==> src/rtl/raid6_pkg.sv <==
package raid6_pkg;

    // Reduction polynomial x^8+x^4+x^3+x^2+1, low byte only
    localparam logic [7:0] GF_REDUCE = 8'h1D;
    localparam int unsigned BYTE_W = 8;

    typedef enum logic [1:0] {
        ACC_HOLD  = 2'd0,
        ACC_SEED  = 2'd1,
        ACC_FOLD  = 2'd2,
        ACC_CLEAR = 2'd3
    } acc_op_e;

    typedef struct packed {
        acc_op_e op;
        logic    emit;   // word for disk 0 is being accepted
        logic    pop;    // result handed to the consumer
    } acc_ctl_t;

    function automatic logic [7:0] gf_times2(input logic [7:0] b);
        logic [7:0] sh;
        sh = {b[6:0], 1'b0};
        return b[7] ? (sh ^ GF_REDUCE) : sh;
    endfunction

endpackage

==> src/rtl/raid6_gf_dbl.sv <==
module raid6_gf_dbl #(
    parameter int unsigned LANE_BYTES = 64,
    localparam int unsigned WORD_W = LANE_BYTES * raid6_pkg::BYTE_W
) (
    input  logic [WORD_W-1:0] din,
    output logic [WORD_W-1:0] dout
);
    import raid6_pkg::*;

    for (genvar g = 0; g < LANE_BYTES; g++) begin : g_lane
        assign dout[g*BYTE_W +: BYTE_W] = gf_times2(din[g*BYTE_W +: BYTE_W]);
    end

endmodule

==> src/rtl/raid6_disk_seq.sv <==
module raid6_disk_seq #(
    parameter int unsigned DISK_W = 8
) (
    input  logic              clk,
    input  logic              rst,
    input  logic [DISK_W-1:0] cfg_disks,
    input  logic              in_valid,
    input  logic [DISK_W-1:0] in_disk,
    input  logic              out_valid,
    input  logic              out_ready,
    output logic              in_ready,
    output raid6_pkg::acc_ctl_t ctl
);
    import raid6_pkg::*;

    localparam logic [DISK_W-1:0] PARITY_CNT = DISK_W'(2);
    localparam logic [DISK_W-1:0] FIRST_OFS  = DISK_W'(3);

    logic              busy;
    logic [DISK_W-1:0] next_idx;
    logic [DISK_W-1:0] exp_idx;
    logic              take;
    logic              pop;

    assign in_ready = !out_valid || out_ready;
    assign take     = in_valid && in_ready;
    assign pop      = out_valid && out_ready;
    assign exp_idx  = busy ? next_idx : (cfg_disks - FIRST_OFS);

    always_comb begin
        ctl.emit = take && (exp_idx == '0);
        ctl.pop  = pop;
        if (take)
            ctl.op = busy ? ACC_FOLD : ACC_SEED;
        else if (pop)
            ctl.op = ACC_CLEAR;
        else
            ctl.op = ACC_HOLD;
    end

    always_ff @(posedge clk) begin
        if (rst) begin
            busy     <= 1'b0;
            next_idx <= '0;
        end else if (take) begin
            if (exp_idx == '0) begin
                busy     <= 1'b0;
            end else begin
                busy     <= 1'b1;
                next_idx <= exp_idx - DISK_W'(1);
            end
        end
    end

    // words arrive in the descending order the counter expects
    p_disk_order_r4: assert property (@(posedge clk) disable iff (rst)
        (in_valid && in_ready) |-> (in_disk == exp_idx));

    // at least one data disk when an offset starts
    p_cfg_min_r4: assert property (@(posedge clk) disable iff (rst)
        (in_valid && !busy) |-> (cfg_disks > PARITY_CNT));

    // input stalls while a result waits on the consumer
    p_in_stall_r7: assert property (@(posedge clk) disable iff (rst)
        (out_valid && !out_ready) |-> !in_ready);

endmodule

==> src/rtl/raid6_pq_acc.sv <==
module raid6_pq_acc #(
    parameter int unsigned LANE_BYTES = 64,
    localparam int unsigned WORD_W = LANE_BYTES * raid6_pkg::BYTE_W
) (
    input  logic                clk,
    input  logic                rst,
    input  raid6_pkg::acc_ctl_t ctl,
    input  logic [WORD_W-1:0]   din,
    output logic [WORD_W-1:0]   acc_p,
    output logic [WORD_W-1:0]   acc_q,
    output logic                res_valid
);
    import raid6_pkg::*;

    logic [WORD_W-1:0] q_dbl;

    raid6_gf_dbl #(.LANE_BYTES(LANE_BYTES)) u_dbl (
        .din  (acc_q),
        .dout (q_dbl)
    );

    always_ff @(posedge clk) begin
        if (rst) begin
            acc_p <= '0;
            acc_q <= '0;
        end else begin
            unique case (ctl.op)
                ACC_SEED: begin
                    acc_p <= din;
                    acc_q <= din;
                end
                ACC_FOLD: begin
                    acc_p <= acc_p ^ din;
                    acc_q <= q_dbl ^ din;
                end
                ACC_CLEAR: begin
                    acc_p <= '0;
                    acc_q <= '0;
                end
                default: ;
            endcase
        end
    end

    always_ff @(posedge clk) begin
        if (rst)
            res_valid <= 1'b0;
        else if (ctl.emit)
            res_valid <= 1'b1;
        else if (ctl.pop)
            res_valid <= 1'b0;
    end

    // a pending result is held until taken
    p_out_hold_r6: assert property (@(posedge clk) disable iff (rst)
        (res_valid && !ctl.pop) |=> (res_valid && $stable(acc_p) && $stable(acc_q)));

    // a single data disk yields identical P and Q
    p_single_disk_r5: assert property (@(posedge clk) disable iff (rst)
        (ctl.op == ACC_SEED && ctl.emit) |=> (acc_p == acc_q));

    // taking a result with no new word leaves zero accumulators
    p_clear_r8: assert property (@(posedge clk) disable iff (rst)
        (ctl.pop && ctl.op == ACC_CLEAR) |=> (acc_p == '0 && acc_q == '0 && !res_valid));

endmodule

==> src/rtl/raid6_pq_gen.sv <==
module raid6_pq_gen #(
    parameter int unsigned LANE_BYTES = 64,
    parameter int unsigned DISK_W     = 8,
    localparam int unsigned WORD_W    = LANE_BYTES * raid6_pkg::BYTE_W
) (
    input  logic              clk,
    input  logic              rst,
    input  logic [DISK_W-1:0] cfg_disks,
    input  logic              in_valid,
    output logic              in_ready,
    input  logic [WORD_W-1:0] in_data,
    input  logic [DISK_W-1:0] in_disk,
    output logic              out_valid,
    input  logic              out_ready,
    output logic [WORD_W-1:0] out_p,
    output logic [WORD_W-1:0] out_q
);
    import raid6_pkg::*;

    acc_ctl_t ctl;

    raid6_disk_seq #(.DISK_W(DISK_W)) u_seq (
        .clk       (clk),
        .rst       (rst),
        .cfg_disks (cfg_disks),
        .in_valid  (in_valid),
        .in_disk   (in_disk),
        .out_valid (out_valid),
        .out_ready (out_ready),
        .in_ready  (in_ready),
        .ctl       (ctl)
    );

    raid6_pq_acc #(.LANE_BYTES(LANE_BYTES)) u_acc (
        .clk       (clk),
        .rst       (rst),
        .ctl       (ctl),
        .din       (in_data),
        .acc_p     (out_p),
        .acc_q     (out_q),
        .res_valid (out_valid)
    );

    // a result appears only after an accepted word
    p_valid_rise_r6: assert property (@(posedge clk) disable iff (rst)
        $rose(out_valid) |-> $past(in_valid && in_ready && in_disk == '0));

endmodule

==> config.mk <==
export PLATFORM = sky130hd
export DESIGN_NAME = raid6_pq_gen
export DESIGN_NICKNAME = d
export VERILOG_FILES = /design/src/rtl/raid6_pkg.sv /design/src/rtl/raid6_gf_dbl.sv /design/src/rtl/raid6_disk_seq.sv /design/src/rtl/raid6_pq_acc.sv /design/src/rtl/raid6_pq_gen.sv
export SDC_FILE = /design/constraint.sdc
export NUM_CORES = 2
export LEC_CHECK = 0
export BUFFER_PORTS_ARGS = -buffer_cell sky130_fd_sc_hd__buf_2
export CAP_MARGIN = 20
export CORE_AREA = 2 2 605 607
export DETAILED_ROUTE_END_ITERATION = 8
export DIE_AREA = 0 0 607 609
export GPL_TIMING_DRIVEN = 0
export PLACE_DENSITY = 0.33
export SLEW_MARGIN = 20
export SYNTH_ARGS = -nofsm -noshare
export SYNTH_HDL_FRONTEND = slang
export SYNTH_SLANG_ARGS = --single-unit
==> constraint.sdc <==
create_clock -name clk -period 2.4 [get_ports clk]
set_input_delay 0.48 -clock clk [delete_from_list [all_inputs] [get_ports clk]]
set_output_delay 0.48 -clock clk [all_outputs]
set_load 0.005 [all_outputs]
==> results by group <==
Yosys
  – Post-synth top area share: 41.4%
  – Number of synthesized flops with an enable pin: 0
  – Ys Warns: 0
  – Post-Syn Area per Cell: 7.75 um^2
  – Ys flop type: dfxtp_1
  – Post-synth top area cell: dfxtp_1
  – Sequential share of the synthesized area: 41.4%
  – Distinct cells, synth: 47
  – Seq cells post-synth: 1034
  – Largest cells by area after synthesis: dfxtp_1, o21ai_0, a221oi_1
  – Post-Syn Instances: 6445
  – Synthesized area: 49900 um^2
  – Net Count, Synth: 6980
  – Asr flop ratio synth: 0%

Route
  – Routed len/inst: 30.8 um
  – DR vias: 63500
  – Number of vias per cell: 4.65
  – First drt pass iteration count: 6
  – Initial drt markers: 5545
  – Drt drc: 0
  – Post-Route WL: 421000 um
  – Post-route ant nets: 0

Clock network
  – Clk sinks: 1034
  – Clock latency on the worst-skew pair: 0.87 ns
  – CTS tree: built
  – CTS buffer count: 156
  – Clk buf depth: 4
  – Number of H-tree levels: 4
  – Clock-pin transition on the worst setup and hold timing paths: 0.06 ns
  – Root Buffer: clkbuf_16

Placed design
  – DP Area: 64700 um^2
  – Detailed Place HPWL: 343000 um
  – I/O Buffers: 1546
  – RD Place Congestion: 0.916
  – Place WS: -1.78 ns

Timing
  – Fin crit share: 100%
  – Max Slew Vio Count: 0
  – Hold slack: 0.0633 ns
  – RSZ-0062 raised after global routing: yes
  – Final count of hold timing violations: 0
  – FMAX: 415 MHz
  – Final WS setup: -0.00792 ns
  – Final Setup Violations: 1
  – Max Clock Skew: 0.0623 ns
  – Slew of the pin with the lowest slew margin: 1.04 ns
  – Final Critical Period: 2.41 ns
  – Slew HR: 31.0%

Pwr
  – Leakage power: 0.0304 uW
  – Clk pwr share: 44.0%
  – Internal power: 36200 uW
  – PwrDens: 712 nW/um^2
  – Logic gate share of total power: 20.8%
  – Net Switching: 18400 uW
  – VDD IR max: 501 uV
  – Sw Ratio: 33.7%
  – Flop pwr share: 35.2%

Worst setup path
  – Worst-path cell chain: buf_4 > buf_6 > or3b_4 > or3_1 > o31a_1 > or2_1 > a211o_1 > a311oi_2
  – Worst r2r src: u_seq.busy
  – CP Max Fanout: 6
  – Critical path type: flop to flop
  – Worst EP arrival: 3.16 ns
  – Slowest CP cell: or3b_4
  – Worst EP required: 3.16 ns
  – Worst reg2reg path endpoint: u_seq.next_idx[7]
  – CP peak stage delay: 0.39 ns
  – R2R Setup Slk: -0.008 ns
  – R2R cell count: 8
  – CP Launch Type: flop
  – Setup crit end kind: flop

Die
  – Die ar.: 370000 um^2
  – Die X: 607 um
  – Core area: 364000 um^2
  – Initial Util: 13.7%
  – Overall die height: 609 um
  – Row count: 222
  – I/O pin count: 1558

Finish
  – Final Cell Area: 76600 um^2
  – Filler cells: 40900
  – Share of layout cells above drive strength 1: 26.0%
  – Area grow syn2layout: 53.5%
  – Nets: 9238

GRT
  – Pin count of the biggest net entering global routing: 18
  – Grt ovf: 0
  – First-pass GRT wire length: 555000 um
  – Total GRT Usage: 21.7%
  – Initial antenna violation count: 101
  – Number of global-route vias before repair: 60300

Status
  – Failing checks: negative setup slack
  – Run status: complete, but fails checks

Worst hold path
  – Hold path start: in_data[28]
  – Min-Delay Path Depth: 3
  – Worst hold endpoint: u_acc.acc_p[28]
  – Hold Crit Class: primary input to flop

Run
  – Max cap viols: 0
-- layout by cell type (no fill, tap or decap), drive strengths merged, types with 5 or more instances in the layout --
cell type    netlist  final
dlygate4sd3        0    490
a21oi            325    325
nand3            323    323
nor3             514    514
dfxtp           1034   1034
diode              0     39
o21ai           1349   1349
xnor2            389    389
buf               48   1674
o31a               5      5
bufinv             0      6
a221oi           512    512
nor2            1038   1038
inv                4     10
nand2b             5      5
a32oi            193    193
clkbuf           648    864
nand2              8      8
clkinv             0     26
mux2i              6      6
-- power groups by stage --
stage / logic (uW) / registers [uW] / clock network (uW)
2_1_floorplan: 4510 / 19300 / 0
5_1_grt: 12200 / 19300 / 25300
3_5_place_dp: 10300 / 19500 / 0
6_report: 11300 / 19200 / 24000
3_3_place_gp: 10000 / 19500 / 0
4_1_cts: 11400 / 19200 / 24800
-- flip-flops by register name, summed over array words and instances, names as in the netlist --
name             flops
u_seq.next_idx       8
u_acc.acc_q        512
u_seq.busy           1
u_acc.res_valid      1
u_acc.acc_p        512
-- how the worst max path moves through the flow --
stage                                from                 to  slack, ns  depth (start not counted)
after global routing           u_seq.busy  u_seq.next_idx[7]      -0.08                          8
after detailed placement        out_ready    u_acc.acc_p[11]      -1.78                         11
after global placement           in_valid    u_acc.acc_p[32]      -4.51                          8
after floorplan                u_seq.busy  u_seq.next_idx[0]       0.02                         10
final                          u_seq.busy  u_seq.next_idx[7]     -0.008                          8
after CTS                 u_acc.res_valid   u_acc.acc_q[226]      -0.06                          7
-- cell type report --
type | count | area (um^2) | area share (%)
Buffer | 689 | 3860 | 5.04
Clock buffer | 233 | 4570 | 5.97
Timing Repair Buffer | 2106 | 13900 | 18.1
Clock inverter | 41 | 489 | 0.638
Sequential cell | 1034 | 20700 | 27.0
Multi-Input combinational cell | 4712 | 27000 | 35.2
Tap cell | 4816 | 6030 | 7.86
Inverter | 4 | 15.0 | 0.0196
Antenna cell | 39 | 97.6 | 0.127
-- repair_timing --
item | CTS | global route
gates cloned | 4 | 1
endpoints found under the hold margin | 924 | 0
gates resized for setup | 402 | 278
hold buffers | 490 | 0
pin swaps | 9 | 9
setup endpoints to repair | 1035 | 730
buffers inserted | 21 | 8
-- per-layer routing --
layer / vias up / track usage [%] / wire (um)
met5: - / 0 / 161
met4: 26 / 10.7 / 24700
met3: 668 / 4.49 / 27400
met2: 2693 / 37.2 / 202000
met1: 31700 / 25.6 / 167000
li1: 28400 / - / -
-- cells in the mapped netlist (2+ instances only) --
| master | count |
|---|---|
| a2111o_1 | 2 |
| a211o_1 | 4 |
| a21oi_1 | 325 |
| a221oi_1 | 512 |
| a32oi_1 | 193 |
| and2_1 | 2 |
| and3_1 | 2 |
| buf_1 | 29 |
| buf_2 | 19 |
| clkbuf_1 | 648 |
| dfxtp_1 | 1034 |
| ha_1 | 3 |
| inv_1 | 4 |
| mux2i_1 | 6 |
| nand2_1 | 8 |
| nand2b_1 | 5 |
| nand3_1 | 323 |
| nor2_1 | 1038 |
| nor2b_1 | 2 |
| nor3_1 | 514 |
| nor3b_1 | 2 |
| nor4_1 | 2 |
| o211ai_1 | 2 |
| o21ai_0 | 1349 |
| o31a_1 | 5 |
| or3_1 | 3 |
| xnor2_1 | 389 |
-- critical path, delay by kind of cell, from the launching register on --
| family | cells | cell delay (ns) |
|---|---|---|
| and+or+nand+nor | 3 | 0.97 |
| AOI/OAI and AO/OA | 3 | 0.72 |
| DFF | 1 | 0.37 |
| buffers and inverters | 2 | 0.24 |
-- metrics by stage --
| stage | TNS (ns) | total power, uW | std cells | utilization, % |
|---|---|---|---|---|
| 4_1_cts | -0.615 | 55400 | 13600 | 20.9 |
| 3_3_place_gp | -2956.86 | 29600 | 12800 | 17.5 |
| 6_report | -0.00792 | 54600 | 13700 | 21.1 |
| 2_1_floorplan | 0 | 23800 | 6445 | - |
| 5_1_grt | -0.169 | 56800 | 13700 | 21.1 |
| 3_5_place_dp | -1086.88 | 29800 | 12800 | 17.8 |
-- cell families (layout without fill, tap and decap cells) --
family | count (synthesis) | after routing | share of synthesized area (%)
flip-flops | 1034 | 1034 | 41.4
AND/OR/NAND/NOR | 1907 | 1907 | 16.6
multiplexers | 7 | 8 | 0.143
AO/OA/AOI/OAI | 2404 | 2404 | 29.6
buffers and inverters | 700 | 3073 | 5.31
XOR/XNOR | 390 | 390 | 6.84
adder cells (fa/ha/maj) | 3 | 3 | 0.0752
other | 0 | 39 | 0
Note: power is estimated with default switching activity, not from simulation.
